`src/rtl/evtcnt_pkg.sv`:
```
package evtcnt_pkg;
    localparam int DEF_HALF_W      = 16;
    localparam int DEF_SYNC_STAGES = 2;
endpackage

```
`src/rtl/evtcnt_sync_edge.sv`:
```
module evtcnt_sync_edge #(
    parameter int STAGES = evtcnt_pkg::DEF_SYNC_STAGES
) (
    input  logic clk,
    input  logic rst_n,
    input  logic din,
    output logic rise
);
    // STAGES synchronizer flops followed by one history flop for edge detection
    typedef struct packed {
        logic [STAGES:0] sh;
    } sync_t;

    sync_t st_d, st_q;

    generate
        if (STAGES < 2) begin : g_bad
            initial $error("evtcnt_sync_edge needs at least two stages");
        end
    endgenerate

    always_comb begin
        st_d    = st_q;
        st_d.sh = {st_q.sh[STAGES-1:0], din};
    end

    always_ff @(posedge clk or negedge rst_n) begin
        if (!rst_n) st_q <= '0;
        else        st_q <= st_d;
    end

    assign rise = st_q.sh[STAGES-1] & ~st_q.sh[STAGES];
endmodule

```
`src/rtl/evtcnt_cascade.sv`:
```
module evtcnt_cascade #(
    parameter int HALF_W = evtcnt_pkg::DEF_HALF_W
) (
    input  logic              clk,
    input  logic              rst_n,
    input  logic              inc,
    output logic [HALF_W-1:0] lo,
    output logic [HALF_W-1:0] hi
);
    typedef struct packed {
        logic [HALF_W-1:0] hi;
        logic [HALF_W-1:0] lo;
    } cnt_t;

    cnt_t st_d, st_q;
    logic carry;

    always_comb begin
        st_d  = st_q;
        carry = inc & (&st_q.lo);
        if (inc)   st_d.lo = st_q.lo + 1'b1;
        if (carry) st_d.hi = st_q.hi + 1'b1;
    end

    always_ff @(posedge clk or negedge rst_n) begin
        if (!rst_n) st_q <= '0;
        else        st_q <= st_d;
    end

    assign lo = st_q.lo;
    assign hi = st_q.hi;
endmodule

```
`src/rtl/evtcnt_capture.sv`:
```
module evtcnt_capture #(
    parameter int W = 2 * evtcnt_pkg::DEF_HALF_W
) (
    input  logic         clk,
    input  logic         rst_n,
    input  logic         cap,
    input  logic         rd_ack,
    input  logic [W-1:0] total,
    output logic [W-1:0] diff,
    output logic         ready
);
    typedef struct packed {
        logic [W-1:0] snap;
        logic [W-1:0] diff;
        logic         rdy;
    } cap_t;

    cap_t st_d, st_q;

    always_comb begin
        st_d = st_q;
        if (rd_ack) st_d.rdy = 1'b0;
        if (cap) begin
            st_d.snap = total;
            st_d.diff = total - st_q.snap;
            st_d.rdy  = 1'b1;
        end
    end

    always_ff @(posedge clk or negedge rst_n) begin
        if (!rst_n) st_q <= '0;
        else        st_q <= st_d;
    end

    assign diff  = st_q.diff;
    assign ready = st_q.rdy;
endmodule

```
`src/rtl/gated_event_counter.sv`:
```
module gated_event_counter #(
    parameter int HALF_W      = evtcnt_pkg::DEF_HALF_W,
    parameter int SYNC_STAGES = evtcnt_pkg::DEF_SYNC_STAGES
) (
    input  logic                  clk,
    input  logic                  rst_n,
    input  logic                  sig_in,
    input  logic                  gate_in,
    input  logic                  rd_ack,
    output logic [2*HALF_W-1:0]   count_o,
    output logic                  ready_o
);
    localparam int W = 2 * HALF_W;

    logic              ev_pulse;
    logic              cap_pulse;
    logic [HALF_W-1:0] lo_cnt;
    logic [HALF_W-1:0] hi_cnt;
    logic [W-1:0]      total_cnt;

    evtcnt_sync_edge #(.STAGES(SYNC_STAGES)) u_sig_sync (
        .clk(clk), .rst_n(rst_n), .din(sig_in), .rise(ev_pulse)
    );

    evtcnt_sync_edge #(.STAGES(SYNC_STAGES)) u_gate_sync (
        .clk(clk), .rst_n(rst_n), .din(gate_in), .rise(cap_pulse)
    );

    evtcnt_cascade #(.HALF_W(HALF_W)) u_cnt (
        .clk(clk), .rst_n(rst_n), .inc(ev_pulse), .lo(lo_cnt), .hi(hi_cnt)
    );

    // both halves are read in one cycle, so a carry is never split
    assign total_cnt = {hi_cnt, lo_cnt};

    evtcnt_capture #(.W(W)) u_cap (
        .clk(clk), .rst_n(rst_n), .cap(cap_pulse), .rd_ack(rd_ack),
        .total(total_cnt), .diff(count_o), .ready(ready_o)
    );
endmodule

```
`config.mk`:
```
export PLATFORM = sky130hd
export DESIGN_NAME = gated_event_counter
export DESIGN_NICKNAME = d
export VERILOG_FILES = /design/src/rtl/evtcnt_pkg.sv /design/src/rtl/evtcnt_sync_edge.sv /design/src/rtl/evtcnt_cascade.sv /design/src/rtl/evtcnt_capture.sv /design/src/rtl/gated_event_counter.sv
export SDC_FILE = /design/constraint.sdc
export NUM_CORES = 1
export LEC_CHECK = 0
export ABC_AREA = 0
export BUFFER_PORTS_ARGS = -buffer_cell sky130_fd_sc_hd__buf_2
export CAP_MARGIN = 30
export CELL_PAD_IN_SITES_DETAIL_PLACEMENT = 1
export CELL_PAD_IN_SITES_GLOBAL_PLACEMENT = 1
export CORE_MARGIN = 5
export CORE_UTILIZATION = 35
export DETAILED_ROUTE_END_ITERATION = 12
export HOLD_SLACK_MARGIN = 0.12
export PLACE_DENSITY_LB_ADDON = 0.1
export SLEW_MARGIN = 0
export SYNTH_ARGS = -nofsm -noshare
export SYNTH_HDL_FRONTEND = slang
export SYNTH_SLANG_ARGS = --single-unit
```
`constraint.sdc`:
```
create_clock -name clk -period 3 [get_ports clk]
set_input_delay 0.6 -clock clk [delete_from_list [all_inputs] [get_ports clk]]
set_output_delay 0.6 -clock clk [all_outputs]
set_load 0.02 [all_outputs]
```
==> flow_summary.yaml <==
critical_path:
  cp_max_fo: 4
  rrSetupSlack_ps: 260
  reg2reg_depth: 10
  required_ps: 3240
  setup.worst_path.class: "reg -> reg"
  worst_setup_path_end_kind: "flop"
  cp_data_arrival_time_ps: 2980
  regToRegEndpoint: "u_cap.diff[20]"
  rr_startpoint: "u_cnt.lo[0]"
  start_kind: "flop"
clock_tree:
  hold_buffers: 0
  cts_sinks: 103
  cts_tree: "built"
  clkLatencyLatePin_ps: 360
  ctsResizeCount: 0
  numCtsBuffers: 9
  cts_buffer_depth: 2
  clk_pin_slew_worst_paths_ps: 80
  clock-root-buffer: "clkbuf_16"
  ctsHtreeMaxLevel: 3
  post_cts_buffers: 0
routing:
  wirelength_um: 15400
  drc_errors: 0
  drt_iter0_markers: 217
  firstDrtPassIters: 4
  vias: 4595
  ant_nets: 0
  viasPerCell: 5.13
  routed_wire_length_per_instance_um: 17.2
final_layout:
  layout.cells.non_filler: 895
  post_route_cells_drive_above_1_share_pct: 11.9
  antennaDiodeCount: 0
  fill_cells: 2023
  final_nets: 704
  areaGrowthSynthToFinish_pct: 9.57
power:
  clkPwrFrac_pct: 23.6
  p_switching_w: 0.00213
  powerDensity_mw_per_mm2: 834
  peakVddDrop_v: 0.000327
  pwr-share-seq_pct: 33.5
  combPwrFrac_pct: 42.9
  power_switching_share_pct: 38.7
  p_int_w: 0.00338
  power_leakage_nw: 3.24
floorplan:
  die_x_um: 141
  die_height_um: 141
  num_io_pins: 38
  rows: 48
  die-area_mm2: 0.0199
  design.core.area_mm2: 0.0171
  start_util_pct: 35.2
logic_synthesis:
  synth_common_cells: "104 x nand2_1, 103 x dfrtp_1, 74 x o21ai_0"
  yosysSeqAreaShare_pct: 42.8
  ys_ff_latch: 103
  synth_area_leaders: "dfrtp_1 43%, ha_1 6.9%, nand2_1 6.5%"
  ys_types: 62
  ys.flop_type: "dfrtp_1"
  synth_top_cell_by_area: "dfrtp_1"
  syn_area_per_cell_um2: 9.10
  synthCells: 662
  synthesis.area_mm2: 0.00603
  synth_top_area_share_pct: 42.8
  ys_warn_count: 0
  syn_nets: 701
  synth_edf_count: 0
  yosysMostFrequentCell: "nand2_1"
  async_flop_share_pct: 100
timing:
  period_share_pct: 91.3
  rsz0062_at_grt: "no"
  min_period_ps: 2740
  setup-tns-final_ps: 0
  max_slew_margin_pct: 43.2
  clock_skew_ps: 12.8
  hold_violations: 0
  setup_violations: 0
  slew_viol_final: 0
  max_slew.worst_pin.slew_ps: 850
  fmax_mhz: 365
worst_hold_path:
  hold_path.class: "in -> async"
global_route:
  grt_pass1_wl_um: 26300
  grt_usage_pct: 16.4
  grt_pass1_vias: 4846
  grt_max_degree: 49
  grt_overflow: 0
  grt_antenna_before_repair: 0
place:
  gp_congestion: 0.848
  hpwl_um: 11700
  port_buffers: 37
  dp_cells: 879
status:
  status: "completed"
flow_run:
  drv_cap: 0
metal layers:
metal  wire length (µm)  vias to the layer above  global-route usage, %
li1                   -                     2249                      -
met1               7990                     2262                   24.9
met2               6650                       69                   24.2
met3                572                       15                   2.48
met4                213                        0                   4.64
met5                  0                        -                      0
metrics by stage:
step	instance area (µm²)	total power [W]	hold slack, ps	util, %	setup slack (ps)
after global routing	6600	0.00590	284	38.6	83.2
after floorplan	6030	0.00377	304	-	451
after detailed placement	6280	0.00426	338	36.7	191
after global placement	6280	0.00419	334	36.7	289
after CTS	6600	0.00558	259	38.6	166
final	6600	0.00551	234	38.6	262
kinds of logic (layout without fill, tap and decap cells):
logic type | after synthesis | count (layout) | share of synthesized area (%)
AND/OR/NAND/NOR | 202 | 202 | 15.9
AO/OA/AOI/OAI | 171 | 171 | 17.7
flip-flops | 103 | 103 | 42.8
buffers and inverters | 95 | 103 | 8.05
XOR/XNOR | 54 | 54 | 7.85
adder cells (fa/ha/maj) | 34 | 34 | 7.18
multiplexers | 3 | 3 | 0.540
cell type report:
type	instances	area [µm²]	area share, %
Tap cell	225	282	4.26
Multi-Input combinational cell	464	2980	45.1
Clock buffer	10	239	3.62
Sequential cell	103	2580	39.0
Timing Repair Buffer	45	285	4.32
Clock inverter	6	83.8	1.27
Inverter	42	158	2.39
power groups by stage:
| stage | Combinational (W) | Clock [W] | Sequential (W) |
|---|---|---|---|
| floorplan | 0.00194 | 0 | 0.00182 |
| global placement | 0.00233 | 0 | 0.00186 |
| detailed placement | 0.00238 | 0 | 0.00187 |
| CTS | 0.00240 | 0.00133 | 0.00185 |
| global route | 0.00263 | 0.00140 | 0.00188 |
| finish | 0.00236 | 0.00130 | 0.00185 |
registers in the layout (all words and copies together) (netlist names):
signal	count
u_sig_sync.st_q	3
u_gate_sync.st_q	3
u_cap.st_q	32
u_cap.diff	32
u_cnt.lo	16
u_cnt.hi	16
u_cap.ready	1
worst max path at each step:
stage,from,to
6_report,u_cnt.lo[0],u_cap.diff[20]
5_1_grt,u_cnt.lo[0],u_cap.diff[20]
4_1_cts,u_cnt.lo[0],u_cap.diff[20]
3_5_place_dp,u_cnt.lo[0],u_cap.diff[20]
3_3_place_gp,u_cnt.lo[0],u_cap.diff[20]
2_1_floorplan,u_cnt.lo[0],u_cap.diff[20]
worst max-delay path: stages (launching register included):
cell	delay (ps)
dfrtp_1	400
inv_1	90
ha_1	230
fa_1	410
nand2b_1	190
a21o_1	200
a211oi_2	260
nor2_1	100
o21ba_1	240
o2111a_1	250
a221o_1	250
cell usage in the layout (no fill, tap or decap), types with 21 or more instances in the layout:
master     n
inv_1     42
a21oi_1   34
xnor2_1   33
ha_1      33
nand2_1  104
dfrtp_1  103
buf_2     36
o21ai_0   74
nor2_1    35
xor2_1    21
(Power assumes the default switching activity.)
